[src/rtl/irq_ctl_pkg.sv]
package irq_ctl_pkg;
  localparam int SRC_N     = 16;
  localparam int IDX_W     = $clog2(SRC_N);
  localparam int FIRST_SRC = 2;
  localparam int FIRST_MSK = 4;

  localparam logic [SRC_N-1:0] LAT_IMPL = {SRC_N{1'b1}} << FIRST_SRC;
  localparam logic [SRC_N-1:0] EN_IMPL  = {SRC_N{1'b1}} << FIRST_MSK;

  function automatic logic [IDX_W-1:0] lowest_set(input logic [SRC_N-1:0] v);
    logic [IDX_W-1:0] r;
    r = '0;
    for (int i = SRC_N - 1; i >= 0; i--) begin
      if (v[i]) r = IDX_W'(i);
    end
    return r;
  endfunction
endpackage

[src/rtl/irq_latch_bank.sv]
module irq_latch_bank
  import irq_ctl_pkg::*;
(
  input  logic             clk,
  input  logic             rst_n,
  input  logic [SRC_N-1:0] req,
  input  logic [SRC_N-1:0] sw_keep,
  input  logic [SRC_N-1:0] hw_clr,
  output logic [SRC_N-1:0] lat_q
);
  logic [SRC_N-1:0] lat_d;

  always_comb begin
    lat_d = ((lat_q & sw_keep & ~hw_clr) | req) & LAT_IMPL;
  end

  always_ff @(posedge clk) begin
    if (!rst_n) lat_q <= '0;
    else        lat_q <= lat_d;
  end
endmodule

[src/rtl/irq_enable_reg.sv]
module irq_enable_reg
  import irq_ctl_pkg::*;
(
  input  logic             clk,
  input  logic             rst_n,
  input  logic             we_lo,
  input  logic             we_hi,
  input  logic [7:0]       wdata,
  input  logic             accept,
  output logic [SRC_N-1:0] en_q,
  output logic             imf_q
);
  logic [SRC_N-1:0] en_d;

  always_comb begin
    en_d = en_q;
    if (we_lo) en_d[7:0]  = wdata;
    if (we_hi) en_d[15:8] = wdata;
    en_d = en_d & EN_IMPL;
  end

  always_ff @(posedge clk) begin
    if (!rst_n) begin
      en_q  <= '0;
      imf_q <= 1'b0;
    end else begin
      en_q <= en_d;
      if (we_lo)       imf_q <= wdata[0];
      else if (accept) imf_q <= 1'b0;
    end
  end
endmodule

[src/rtl/irq_prio_sel.sv]
module irq_prio_sel
  import irq_ctl_pkg::*;
(
  input  logic [SRC_N-1:0] lat,
  input  logic [SRC_N-1:0] en,
  input  logic             imf,
  output logic             acc_valid,
  output logic [IDX_W-1:0] acc_idx,
  output logic [SRC_N-1:0] acc_onehot
);
  logic [SRC_N-1:0] elig;

  for (genvar g = 0; g < SRC_N; g++) begin : g_elig
    if (g < FIRST_SRC) begin : g_none
      assign elig[g] = 1'b0;
    end else if (g < FIRST_MSK) begin : g_nmi
      assign elig[g] = lat[g];
    end else begin : g_mask
      assign elig[g] = lat[g] & en[g] & imf;
    end
  end

  always_comb begin
    acc_valid  = |elig;
    acc_idx    = lowest_set(elig);
    acc_onehot = acc_valid ? (SRC_N'(1) << acc_idx) : '0;
  end
endmodule

[src/rtl/irq_latch_ctrl.sv]
module irq_latch_ctrl
  import irq_ctl_pkg::*;
#(
  parameter int         ADDR_W   = 8,
  parameter logic [7:0] A_EN_LO  = 8'h3A,
  parameter logic [7:0] A_EN_HI  = 8'h3B,
  parameter logic [7:0] A_LAT_LO = 8'h3C,
  parameter logic [7:0] A_LAT_HI = 8'h3D
) (
  input  logic              clk,
  input  logic              rst_n,
  input  logic [ADDR_W-1:0] addr,
  input  logic [7:0]        wdata,
  input  logic              wr_en,
  output logic [7:0]        rdata,
  input  logic [SRC_N-1:0]  req_i,
  output logic              acc_valid,
  output logic [IDX_W-1:0]  acc_idx
);
  logic [SRC_N-1:0] lat_q, en_q, sw_keep, acc_onehot;
  logic             imf_q;
  logic             wr_lat_lo, wr_lat_hi, wr_en_lo, wr_en_hi;

  assign wr_lat_lo = wr_en && (addr == ADDR_W'(A_LAT_LO));
  assign wr_lat_hi = wr_en && (addr == ADDR_W'(A_LAT_HI));
  assign wr_en_lo  = wr_en && (addr == ADDR_W'(A_EN_LO));
  assign wr_en_hi  = wr_en && (addr == ADDR_W'(A_EN_HI));

  always_comb begin
    sw_keep = '1;
    if (wr_lat_lo) sw_keep[7:2]  = wdata[7:2];
    if (wr_lat_hi) sw_keep[15:8] = wdata;
  end

  irq_latch_bank u_lat (
    .clk(clk), .rst_n(rst_n), .req(req_i), .sw_keep(sw_keep),
    .hw_clr(acc_onehot), .lat_q(lat_q)
  );

  irq_enable_reg u_en (
    .clk(clk), .rst_n(rst_n), .we_lo(wr_en_lo), .we_hi(wr_en_hi),
    .wdata(wdata), .accept(acc_valid), .en_q(en_q), .imf_q(imf_q)
  );

  irq_prio_sel u_sel (
    .lat(lat_q), .en(en_q), .imf(imf_q),
    .acc_valid(acc_valid), .acc_idx(acc_idx), .acc_onehot(acc_onehot)
  );

  always_comb begin
    if (addr == ADDR_W'(A_LAT_LO))     rdata = {lat_q[7:2], 2'b00};
    else if (addr == ADDR_W'(A_LAT_HI)) rdata = lat_q[15:8];
    else if (addr == ADDR_W'(A_EN_LO))  rdata = {en_q[7:4], 3'b000, imf_q};
    else if (addr == ADDR_W'(A_EN_HI))  rdata = en_q[15:8];
    else                                rdata = 8'h00;
  end
endmodule

[config.mk]
export PLATFORM = sky130hd
export DESIGN_NAME = irq_latch_ctrl
export DESIGN_NICKNAME = d
export VERILOG_FILES = /design/src/rtl/irq_ctl_pkg.sv /design/src/rtl/irq_latch_bank.sv /design/src/rtl/irq_enable_reg.sv /design/src/rtl/irq_prio_sel.sv /design/src/rtl/irq_latch_ctrl.sv
export SDC_FILE = /design/constraint.sdc
export NUM_CORES = 1
export LEC_CHECK = 0
export BUFFER_PORTS_ARGS = -buffer_cell sky130_fd_sc_hd__buf_2
export CAP_MARGIN = 20
export CORE_MARGIN = 3
export CORE_UTILIZATION = 40
export CTS_BUF_LIST = sky130_fd_sc_hd__clkbuf_16
export CTS_CLUSTER_DIAMETER = 30
export DETAILED_ROUTE_END_ITERATION = 8
export GPL_ROUTABILITY_DRIVEN = 0
export PLACE_DENSITY_LB_ADDON = 0.1
export RECOVER_POWER = 25
export SKIP_LAST_GASP = 1
export SLEW_MARGIN = 20
export SYNTH_ARGS = -nofsm -noshare
export SYNTH_HDL_FRONTEND = slang
export SYNTH_SLANG_ARGS = --single-unit
[constraint.sdc]
create_clock -name clk -period 2.2 [get_ports clk]
set_input_delay 0.66 -clock clk [delete_from_list [all_inputs] [get_ports clk]]
set_output_delay 0.66 -clock clk [all_outputs]
set_load 0.1 [all_outputs]
==> results of run 1 <==
==> through the flow <==
step	total power [uW]	hold slack (ns)	instances	TNS, ns
final	1170	0.505	344	-2.62
after global routing	1210	0.511	344	-3.22
after CTS	1160	0.485	339	-2.60
after detailed placement	731	0.476	324	-3.23
after global placement	729	0.475	324	-3.25
after floorplan	635	0.449	207	-2.96
==> worst max-delay path, stage by stage <==
cell and delay, ns:
buf_6 0.09, and3b_2 0.23, and4b_2 0.27, a22o_1 0.21, a22o_4 0.23, buf_12 0.16
==> area by class of cell <==
| cell class | instances | area [um2] |
|---|---|---|
| inverters | 9 | 37.5 |
| clock inverters | 1 | 3.75 |
| flip-flops and latches | 27 | 569 |
| fillers | 307 | 960 |
| multi-input cells | 164 | 1330 |
| clock buffers | 3 | 75.1 |
| well taps | 48 | 60.1 |
| repair buffers | 92 | 816 |
==> cell usage in the layout, fill, tap and decap left out, types with 4 or more instances in the layout <==
| cell type | instances |
|---|---|
| buf_12 | 14 |
| a21oi_1 | 12 |
| nand2_1 | 12 |
| inv_1 | 8 |
| nor2b_1 | 6 |
| o211ai_1 | 4 |
| nor2_1 | 13 |
| o21a_1 | 5 |
| o21a_4 | 4 |
| buf_4 | 39 |
| buf_2 | 29 |
| mux2i_1 | 12 |
| dfxtp_2 | 14 |
| a22o_1 | 4 |
| nand4_1 | 4 |
| dfxtp_1 | 10 |
| nand2_2 | 8 |
| o22ai_4 | 4 |
| buf_6 | 8 |
| o21ai_0 | 10 |
| nand3_1 | 8 |
==> path summary, 6_finish.rpt <==
| path | start | end | slack, ns | cells after the start |
|---|---|---|---|---|
| setup / recovery | addr[4] | rdata[2] | -0.30 | 6 |
| setup reg to reg | u_en.en_q[5] | u_lat.lat_q[10] | 0.31 | 6 |
| hold / removal | u_en.en_q[4] | u_en.en_q[4] | 0.50 | 2 |
| hold reg to reg | u_en.en_q[4] | u_en.en_q[4] | 0.50 | 2 |
==> power by group <==
| part | switching (uW) | internal, uW |
|---|---|---|
| Clock | 170 | 244 |
| Combinational | 118 | 105 |
| Sequential | 23.2 | 508 |
==> flip-flops by register name, summed over array words and instances (netlist names) <==
name,flops
u_lat.lat_q,14
u_en.en_q,12
u_en.imf_q,1
==> synth_stat cells, types with 2 or more instances <==
cell type / n / area [um2]
nand2_1: 21 / 78.8
nand4b_1: 2 / 17.5
o211ai_1: 4 / 30.0
buf_2: 2 / 10.0
a22o_1: 7 / 61.3
clkbuf_1: 4 / 15.0
a22oi_1: 3 / 22.5
o22ai_1: 4 / 25.0
nor2b_1: 7 / 43.8
nor3_1: 2 / 10.0
a32oi_1: 2 / 17.5
a21o_1: 2 / 15.0
nor2_1: 14 / 52.6
a21oi_1: 15 / 75.1
o21ai_0: 11 / 55.1
o311a_1: 3 / 30.0
nand4_1: 4 / 25.0
nand2b_1: 4 / 25.0
and3_1: 3 / 18.8
and2_1: 4 / 25.0
dfxtp_1: 27 / 541
nand3_1: 8 / 40.0
inv_1: 8 / 30.0
mux2i_1: 12 / 120
o21a_1: 9 / 67.6
==> kinds of logic (layout without fill, tap and decap cells) <==
kind of cell	Yosys count	in the layout	share of synthesized area, %
compound gates	72	72	30.9
buf+inv	16	105	4.15
flops	27	27	32.0
mux	12	12	7.12
simple gates	80	80	25.7
==> what timing repair did <==
action,in CTS,in global routing
hold buffers,0,0
pin swaps,15,10
gates resized for setup,48,14
endpoints found under the setup margin,13,13
hold endpoints to repair,0,0
setup buffers,11,5
==> metal layers <==
metal	share of wire, %	vias up	global-route usage (%)	routed length, um
li1	-	962	-	-
met1	43	949	31.1	2630
met2	49	68	41.5	2990
met3	6.3	5	3.13	382
met4	0.76	0	4.18	46
met5	0	-	0	0
==> flow_summary.json, run 1 <==
{
  "vias": 1984,
  "end_kind": "primary output",
  "syn_area_per_cell_um2": 8.15,
  "post-dp-hpwl_um": 4420,
  "grt_max_degree": 15,
  "cts_root_buf": "clkbuf_16",
  "ys_ff_latch": 27,
  "seq_area_frac_synth_pct": 32.0,
  "finalHoldViolations": 0,
  "portBuffers": 45,
  "place_ws_ns": -0.446,
  "clock-sinks": 27,
  "dr.pass1.iters": 4,
  "die_x_um": 70.9,
  "netlist_area_mm2": 0.00169,
  "cts_buffers": 3,
  "final_nets": 332,
  "grt_pass1_vias": 1935,
  "synthDistinctLibCells": 50,
  "grt_antenna_before_repair": 0,
  "yosys_warnings": 0,
  "track_usage_pct": 23.6,
  "design.die.area_mm2": 0.00503,
  "crit_arrival_ns": 1.84,
  "drcViolationCount": 0,
  "drt_iter0_drc": 120,
  "rsz0062_at_grt": "yes",
  "cp-start-kind": "input pin",
  "cts_tree": "yes",
  "fp.dieH_um": 70.9,
  "max_freq_ghz": 0.400,
  "placed_area_mm2": 0.00248,
  "worstSetupPathType": "in2out",
  "syn_to_final_growth_pct": 71.6,
  "wl_um": 6040,
  "status": "complete, but fails checks",
  "violations": "setup timing",
  "drv_slew": 0,
  "setup_viol": 13,
  "start_util_pct": 43.8,
  "clkTransAtPathRegs_ns": 0.07,
  "insertion_delay_ns": 0.26,
  "syn-num-nets": 242,
  "drv_cap": 0,
  "p_per_area_mw_per_mm2": 403,
  "viasPerCell": 5.77,
  "critPathRequiredTime_ns": 1.54,
  "fin_util_pct": 75.1,
  "worst_pin_slew_ns": 0.548,
  "hp-class": "reg2reg",
  "post-route-period-util_pct": 114,
  "final_layout_size_suffix_gt1_share_pct": 52.0,
  "postRouteAntennaNets": 0,
  "synthArstFlopShare_pct": 0,
  "min_period_ns": 2.50,
  "wl_per_cell_um": 17.6,
  "skew_ns": 0.00521,
  "cts_max_level": 1,
  "p_leak_uw": 0.00115,
  "worst_slack_ns": -0.302,
  "core_area_mm2": 0.00385,
  "antennaDiodeCount": 0,
  "maxSlewHeadroom_pct": 63.5,
  "synthCells": 207,
  "ios": 48,
  "synth-edff-count": 0,
  "fin_area_mm2": 0.00289,
  "clockBufferDepth": 2,
  "crit_fanout": 5,
  "synth_flop_cell": "dfxtp_1",
  "overflow": 0,
  "placementRows": 22,
  "grt_pass1_wl_um": 9470,
  "ir_worst_vdd_mv": 0.258
}
(Power assumes the default switching activity.)
==> run 2, diff against run 1 <==
--- a/config.mk
+++ b/config.mk
@@ -5,6 +5,7 @@
 export SDC_FILE = /design/constraint.sdc
 export NUM_CORES = 1
 export LEC_CHECK = 0
+export ABC_AREA = 1
 export BUFFER_PORTS_ARGS = -buffer_cell sky130_fd_sc_hd__buf_2
 export CAP_MARGIN = 20
 export CORE_MARGIN = 3
==> flow_summary.json, run 2 <==
{
  "mostFrequentLayoutCells": "37 x inv_1, 33 x buf_4, 28 x buf_2, 27 x a21oi_1, 24 x dfxtp_1",
  "design.die.area_mm2": 0.00490,
  "final_common_cell": "inv_1",
  "finalHoldViolations": 0,
  "cp-start-kind": "input pin",
  "rrSetupSlack_ns": 0.19,
  "die_x_um": 70.0,
  "fp.dieH_um": 70.0,
  "comb_power_share_pct": 19.4,
  "synthDistinctLibCells": 31,
  "placed_area_mm2": 0.00242,
  "clock-sinks": 27,
  "synth_flop_cell": "dfxtp_1",
  "vias": 1995,
  "track_usage_pct": 22.7,
  "switchingPower_uw": 334,
  "p_leak_uw": 0.00122,
  "p_clk_share_pct": 36.1,
  "synthArstFlopShare_pct": 0,
  "insertion_delay_ns": 0.27,
  "fin_area_mm2": 0.00285,
  "drv_cap": 0,
  "yosysMostFrequentCell": "inv_1",
  "worst_slack_ns": -0.469,
  "ir_worst_vdd_mv": 0.436,
  "cts_tree": "yes",
  "end_kind": "primary output",
  "ys_ff_latch": 27,
  "cts_max_level": 1,
  "synthTopCellsByCount": "46 x inv_1, 33 x nand2_1, 32 x a21oi_1",
  "maxSlewHeadroom_pct": 61.0,
  "postRouteAntennaNets": 0,
  "largest_register_ffs": 14,
  "synthCells": 244,
  "crit_arrival_ns": 2.01,
  "p_int_uw": 844,
  "setup_viol": 13,
  "crit_fanout": 7,
  "critPathRequiredTime_ns": 1.54,
  "largest_registers": "u_lat.lat_q x14, u_en.en_q x12, u_en.imf_q x1",
  "grt_pass1_vias": 1849,
  "violations": "setup timing",
  "cp_slowest_cell": "o221ai_1",
  "cts_buffers": 3,
  "drcViolationCount": 0,
  "swShare_pct": 28.4,
  "yosys_warnings": 0,
  "portBuffers": 45,
  "clkTransAtPathRegs_ns": 0.07,
  "netlist_top_cells_area": "dfxtp_1 33%, inv_1 11%, a21oi_1 9.8%",
  "skew_ns": 0.00219,
  "syn_area_per_cell_um2": 6.71,
  "top_register": "u_lat.lat_q",
  "netlist_area_mm2": 0.00164,
  "netlist.area_leader.share_pct": 33.0,
  "synth-edff-count": 0,
  "final_nets": 368,
  "p_per_area_mw_per_mm2": 413,
  "antennaDiodeCount": 0,
  "dr.pass1.iters": 4,
  "drt_iter0_drc": 130,
  "max_freq_ghz": 0.375,
  "rsz0062_at_grt": "yes",
  "post-route-period-util_pct": 121,
  "place_ws_ns": -0.533,
  "syn-num-nets": 279,
  "cp_slowest_stage_delay_ns": 0.18,
  "grt_pass1_wl_um": 8880,
  "ios": 48,
  "clockBufferDepth": 2,
  "hp-class": "reg2reg",
  "wl_um": 5910,
  "nFillCells": 267,
  "p_seq_share_pct": 44.5,
  "seq_area_frac_synth_pct": 33.0,
  "status": "complete, but fails checks",
  "worst_pin_slew_ns": 0.585,
  "yosysTopAreaCell": "dfxtp_1",
  "crit_chain": "buf_6, nor3_4, inv_2, buf_6, nor4_4, inv_2, o221ai_1, o21ai_1, inv_4, buf_12",
  "drv_slew": 0,
  "wl_per_cell_um": 15.5,
  "cts_root_buf": "clkbuf_16",
  "grt_antenna_before_repair": 0,
  "syn_to_final_growth_pct": 74.3,
  "grt_max_degree": 16,
  "worstSetupPathType": "in2out",
  "start_util_pct": 43.1,
  "final_layout_size_suffix_gt1_share_pct": 48.8,
  "viasPerCell": 5.25,
  "min_period_ns": 2.67,
  "post-dp-hpwl_um": 4100,
  "placementRows": 22,
  "core_area_mm2": 0.00380,
  "overflow": 0
}
## run 2: cell count changes after synthesis, sizes merged, moves of 4 or more
cell / change
a22o: -7
and2: -4
nor2b: -7
nor2: +9
o21ai: +9
inv: +46
nand2: +16
nand3: +9
nand2b: -4
o21a: -9
a21oi: +19
mux2i: -12
## run 2: stage by stage
stage / TNS, ns / std cells / util [%] / hold slack (ns) / total power, uW
after floorplan: -4.70 / 244 / - / 0.444 / 638
after global placement: -4.77 / 358 / 63.6 / 0.467 / 733
after detailed placement: -5.00 / 358 / 63.6 / 0.466 / 736
after CTS: -3.96 / 369 / 70.7 / 0.486 / 1170
after global routing: -5.61 / 380 / 75.1 / 0.522 / 1220
final: -4.57 / 380 / 75.1 / 0.500 / 1180
## run 2: timing repair
action | CTS | global route
endpoints found under the setup margin | 13 | 17
gates resized for setup | 31 | 32
hold buffers | 0 | 0
setup buffers | 7 | 12
pin swaps | 11 | 17
## run 2: area by class of cell
cell class                      instances  area, um2  area share [%]
Multi-Input combinational cell        159       1160            40.7
Timing Repair Buffer                   88        790            27.7
Sequential cell                        27        547            19.2
Inverter                               54        216            7.58
Clock buffer                            3       75.1            2.63
Tap cell                               48       60.1            2.10
Clock inverter                          1       3.75           0.132
## run 2: path summary, 6_finish.rpt
check / from / to / cells after the start
min reg2reg: u_en.en_q[4] / u_en.en_q[4] / 2
min: u_en.en_q[4] / u_en.en_q[4] / 2
max: addr[7] / rdata[3] / 10
max reg2reg: u_en.imf_q / u_lat.lat_q[5] / 11
## run 2: critical path, delay by kind of cell
kind            cells  cell delay (ns)
simple gates        2             0.33
compound gates      2             0.31
buf+inv             6             0.70
## run 2: layer usage
layer / vias up / GRT usage (%) / part of all wire (%)
li1: 984 / - / -
met5: - / 0 / 0
met4: 0 / 5.11 / 1.5
met2: 75 / 37.1 / 49
met1: 926 / 30.1 / 43
met3: 10 / 5.47 / 6.1
## run 2: logic make-up after synthesis
family	after synthesis	synth area share, %
AND/OR/NAND/NOR	86	27.7
flip-flops	27	33.0
buffers and inverters	58	13.8
AO/OA/AOI/OAI	73	25.5
## run 2: power groups by stage
stage	registers, uW	clock network [uW]	logic (uW)
floorplan	528	0	110
global placement	532	0	201
detailed placement	532	0	204
CTS	522	430	216
global route	526	448	247
finish	525	425	228
==> run 3, diff against run 2 <==
--- a/config.mk
+++ b/config.mk
@@ -5,7 +5,6 @@
 export SDC_FILE = /design/constraint.sdc
 export NUM_CORES = 1
 export LEC_CHECK = 0
-export ABC_AREA = 1
 export BUFFER_PORTS_ARGS = -buffer_cell sky130_fd_sc_hd__buf_2
 export CAP_MARGIN = 20
 export CORE_MARGIN = 3
@@ -13,7 +12,6 @@
 export CTS_BUF_LIST = sky130_fd_sc_hd__clkbuf_16
 export CTS_CLUSTER_DIAMETER = 30
 export DETAILED_ROUTE_END_ITERATION = 8
-export GPL_ROUTABILITY_DRIVEN = 0
 export PLACE_DENSITY_LB_ADDON = 0.1
 export RECOVER_POWER = 25
 export SKIP_LAST_GASP = 1
==> constraint.sdc (replaced) <==
create_clock -name clk -period 2.81 [get_ports clk]
set_input_delay 0.843 -clock clk [delete_from_list [all_inputs] [get_ports clk]]
set_output_delay 0.843 -clock clk [all_outputs]
set_load 0.1 [all_outputs]
==> flow_summary.json, run 3 (same netlist as run 1, synthesis figures left out) <==
{
  "dr.pass1.iters": 4,
  "insertion_delay_ns": 0.26,
  "final_nets": 306,
  "grt_antenna_before_repair": 0,
  "wl_per_cell_um": 17.1,
  "clock-sinks": 27,
  "crit_family": "simple AND/OR/NAND/NOR gates",
  "p_int_uw": 655,
  "violations": "setup timing",
  "cts_tree": "yes",
  "switchingPower_uw": 234,
  "hold_slack_ns": 0.485,
  "hp-class": "reg2reg",
  "post-dp-hpwl_um": 4070,
  "ir_worst_vdd_mv": 0.402,
  "final_common_cell": "buf_2",
  "critPathRequiredTime_ns": 1.97,
  "portBuffers": 45,
  "worst_slack_ns": -0.0656,
  "clockBufferDepth": 2,
  "start_util_pct": 43.8,
  "grt_pass1_vias": 1728,
  "mostFrequentLayoutCells": "29 x buf_2, 27 x dfxtp_1, 19 x nand2_1, 17 x buf_4, 15 x a21oi_1",
  "comb_power_share_pct": 16.8,
  "worst_pin_slew_ns": 0.564,
  "post-route-period-util_pct": 102,
  "skew_ns": 0.00255,
  "cp-start-kind": "input pin",
  "cts_max_level": 1,
  "placed_area_mm2": 0.00236,
  "die_x_um": 70.9,
  "crit_chain": "buf_6, and3b_2, and4b_2, a22o_1, nand2_2, o31ai_4, buf_12",
  "fin_area_mm2": 0.00257,
  "drt_iter0_drc": 107,
  "p_per_area_mw_per_mm2": 346,
  "path_buf_inv": 2,
  "crit_arrival_ns": 2.03,
  "crit_fanout": 5,
  "p_clk_share_pct": 36.3,
  "cts_buffers": 3,
  "setup_viol": 8,
  "postRouteAntennaNets": 0,
  "track_usage_pct": 21.1,
  "end_kind": "primary output",
  "cts_root_buf": "clkbuf_16",
  "antennaDiodeCount": 0,
  "routabilityCongestion": 0.933,
  "max_freq_ghz": 0.348,
  "worstSetupPathType": "in2out",
  "drv_cap": 0,
  "design.die.area_mm2": 0.00503,
  "min_period_ns": 2.88,
  "grt_max_degree": 18,
  "drv_slew": 0,
  "p_seq_share_pct": 46.9,
  "placementRows": 22,
  "maxSlewHeadroom_pct": 62.4,
  "hold_buffers": 0,
  "finalHoldViolations": 0,
  "syn_to_final_growth_pct": 52.2,
  "rsz0062_at_grt": "yes",
  "ios": 48,
  "overflow": 0,
  "viasPerCell": 5.85,
  "p_leak_uw": 0.000988,
  "top_register": "u_lat.lat_q",
  "cp_slowest_stage_delay_ns": 0.33,
  "cp_slowest_cell": "and4b_2",
  "swShare_pct": 26.4,
  "drcViolationCount": 0,
  "status": "complete, but fails checks",
  "core_area_mm2": 0.00385,
  "wl_um": 5440,
  "largest_register_ffs": 14,
  "grt_pass1_wl_um": 8500,
  "fp.dieH_um": 70.9,
  "clkTransAtPathRegs_ns": 0.07,
  "largest_registers": "u_lat.lat_q x14, u_en.en_q x12, u_en.imf_q x1",
  "final_layout_size_suffix_gt1_share_pct": 35.6,
  "vias": 1860
}
-- run 3: stage by stage --
step           power [uW]  setup TNS (ns)  utilization (%)  setup slack [ns]  std cells
6_report              889          -0.317             66.6           -0.0656        318
5_1_grt               915          -0.852             66.6            -0.136        318
4_1_cts               887          -0.219             65.5           -0.0600        317
3_5_place_dp          565           -1.15             61.3            -0.167        310
3_3_place_gp          563           -1.16             61.3            -0.168        310
2_1_floorplan         496          -0.285                -            -0.246        207
-- run 3: worst reg2reg max path, delay by kind of cell, from the launching register on --
kind,cells,cell delay [ns]
AO/OA/AOI/OAI,4,1.23
AND/OR/NAND/NOR,1,0.09
flip-flops,1,0.43
-- run 3: layout make-up --
cell class / instances / area (um2)
Clock buffer: 3 / 75.1
Tap cell: 48 / 60.1
Inverter: 9 / 33.8
Fill cell: 335 / 1290
Multi-Input combinational cell: 164 / 1250
Sequential cell: 27 / 541
Clock inverter: 1 / 3.75
Timing Repair Buffer: 66 / 604
-- run 3: per-layer routing --
| layer | track usage, % | wire length (um) | vias to the layer above |
|---|---|---|---|
| met5 | 0 | 0 | - |
| met4 | 4.59 | 51 | 0 |
| met3 | 4.83 | 455 | 6 |
| met2 | 34.4 | 2620 | 76 |
| met1 | 28.5 | 2320 | 866 |
| li1 | - | - | 912 |
-- run 3: timing repair --
action / 4_1_cts / 5_1_grt
endpoints found under the setup margin: 8 / 9
cloned: 0 / 0
hold endpoints to repair: 0 / 0
gates resized for setup: 15 / 7
pin swaps: 8 / 1
buffers inserted: 4 / 1
-- run 3: path summary, 6_finish.rpt --
path	start	end	slack, ns	cells past startpoint
worst min-delay path	u_en.en_q[6]	u_en.en_q[6]	0.48	2
worst min register to register	u_en.en_q[6]	u_en.en_q[6]	0.48	2
worst max-delay path	addr[7]	rdata[0]	-0.07	7
worst max register to register	u_lat.lat_q[14]	u_lat.lat_q[10]	0.96	5
-- run 3: power by group through the flow --
stage | combinational [uW] | sequential [uW] | clock, uW
after floorplan | 76.9 | 419 | 0
after global placement | 138 | 425 | 0
after detailed placement | 140 | 425 | 0
after CTS | 146 | 416 | 325
after global routing | 160 | 419 | 336
final | 149 | 417 | 323
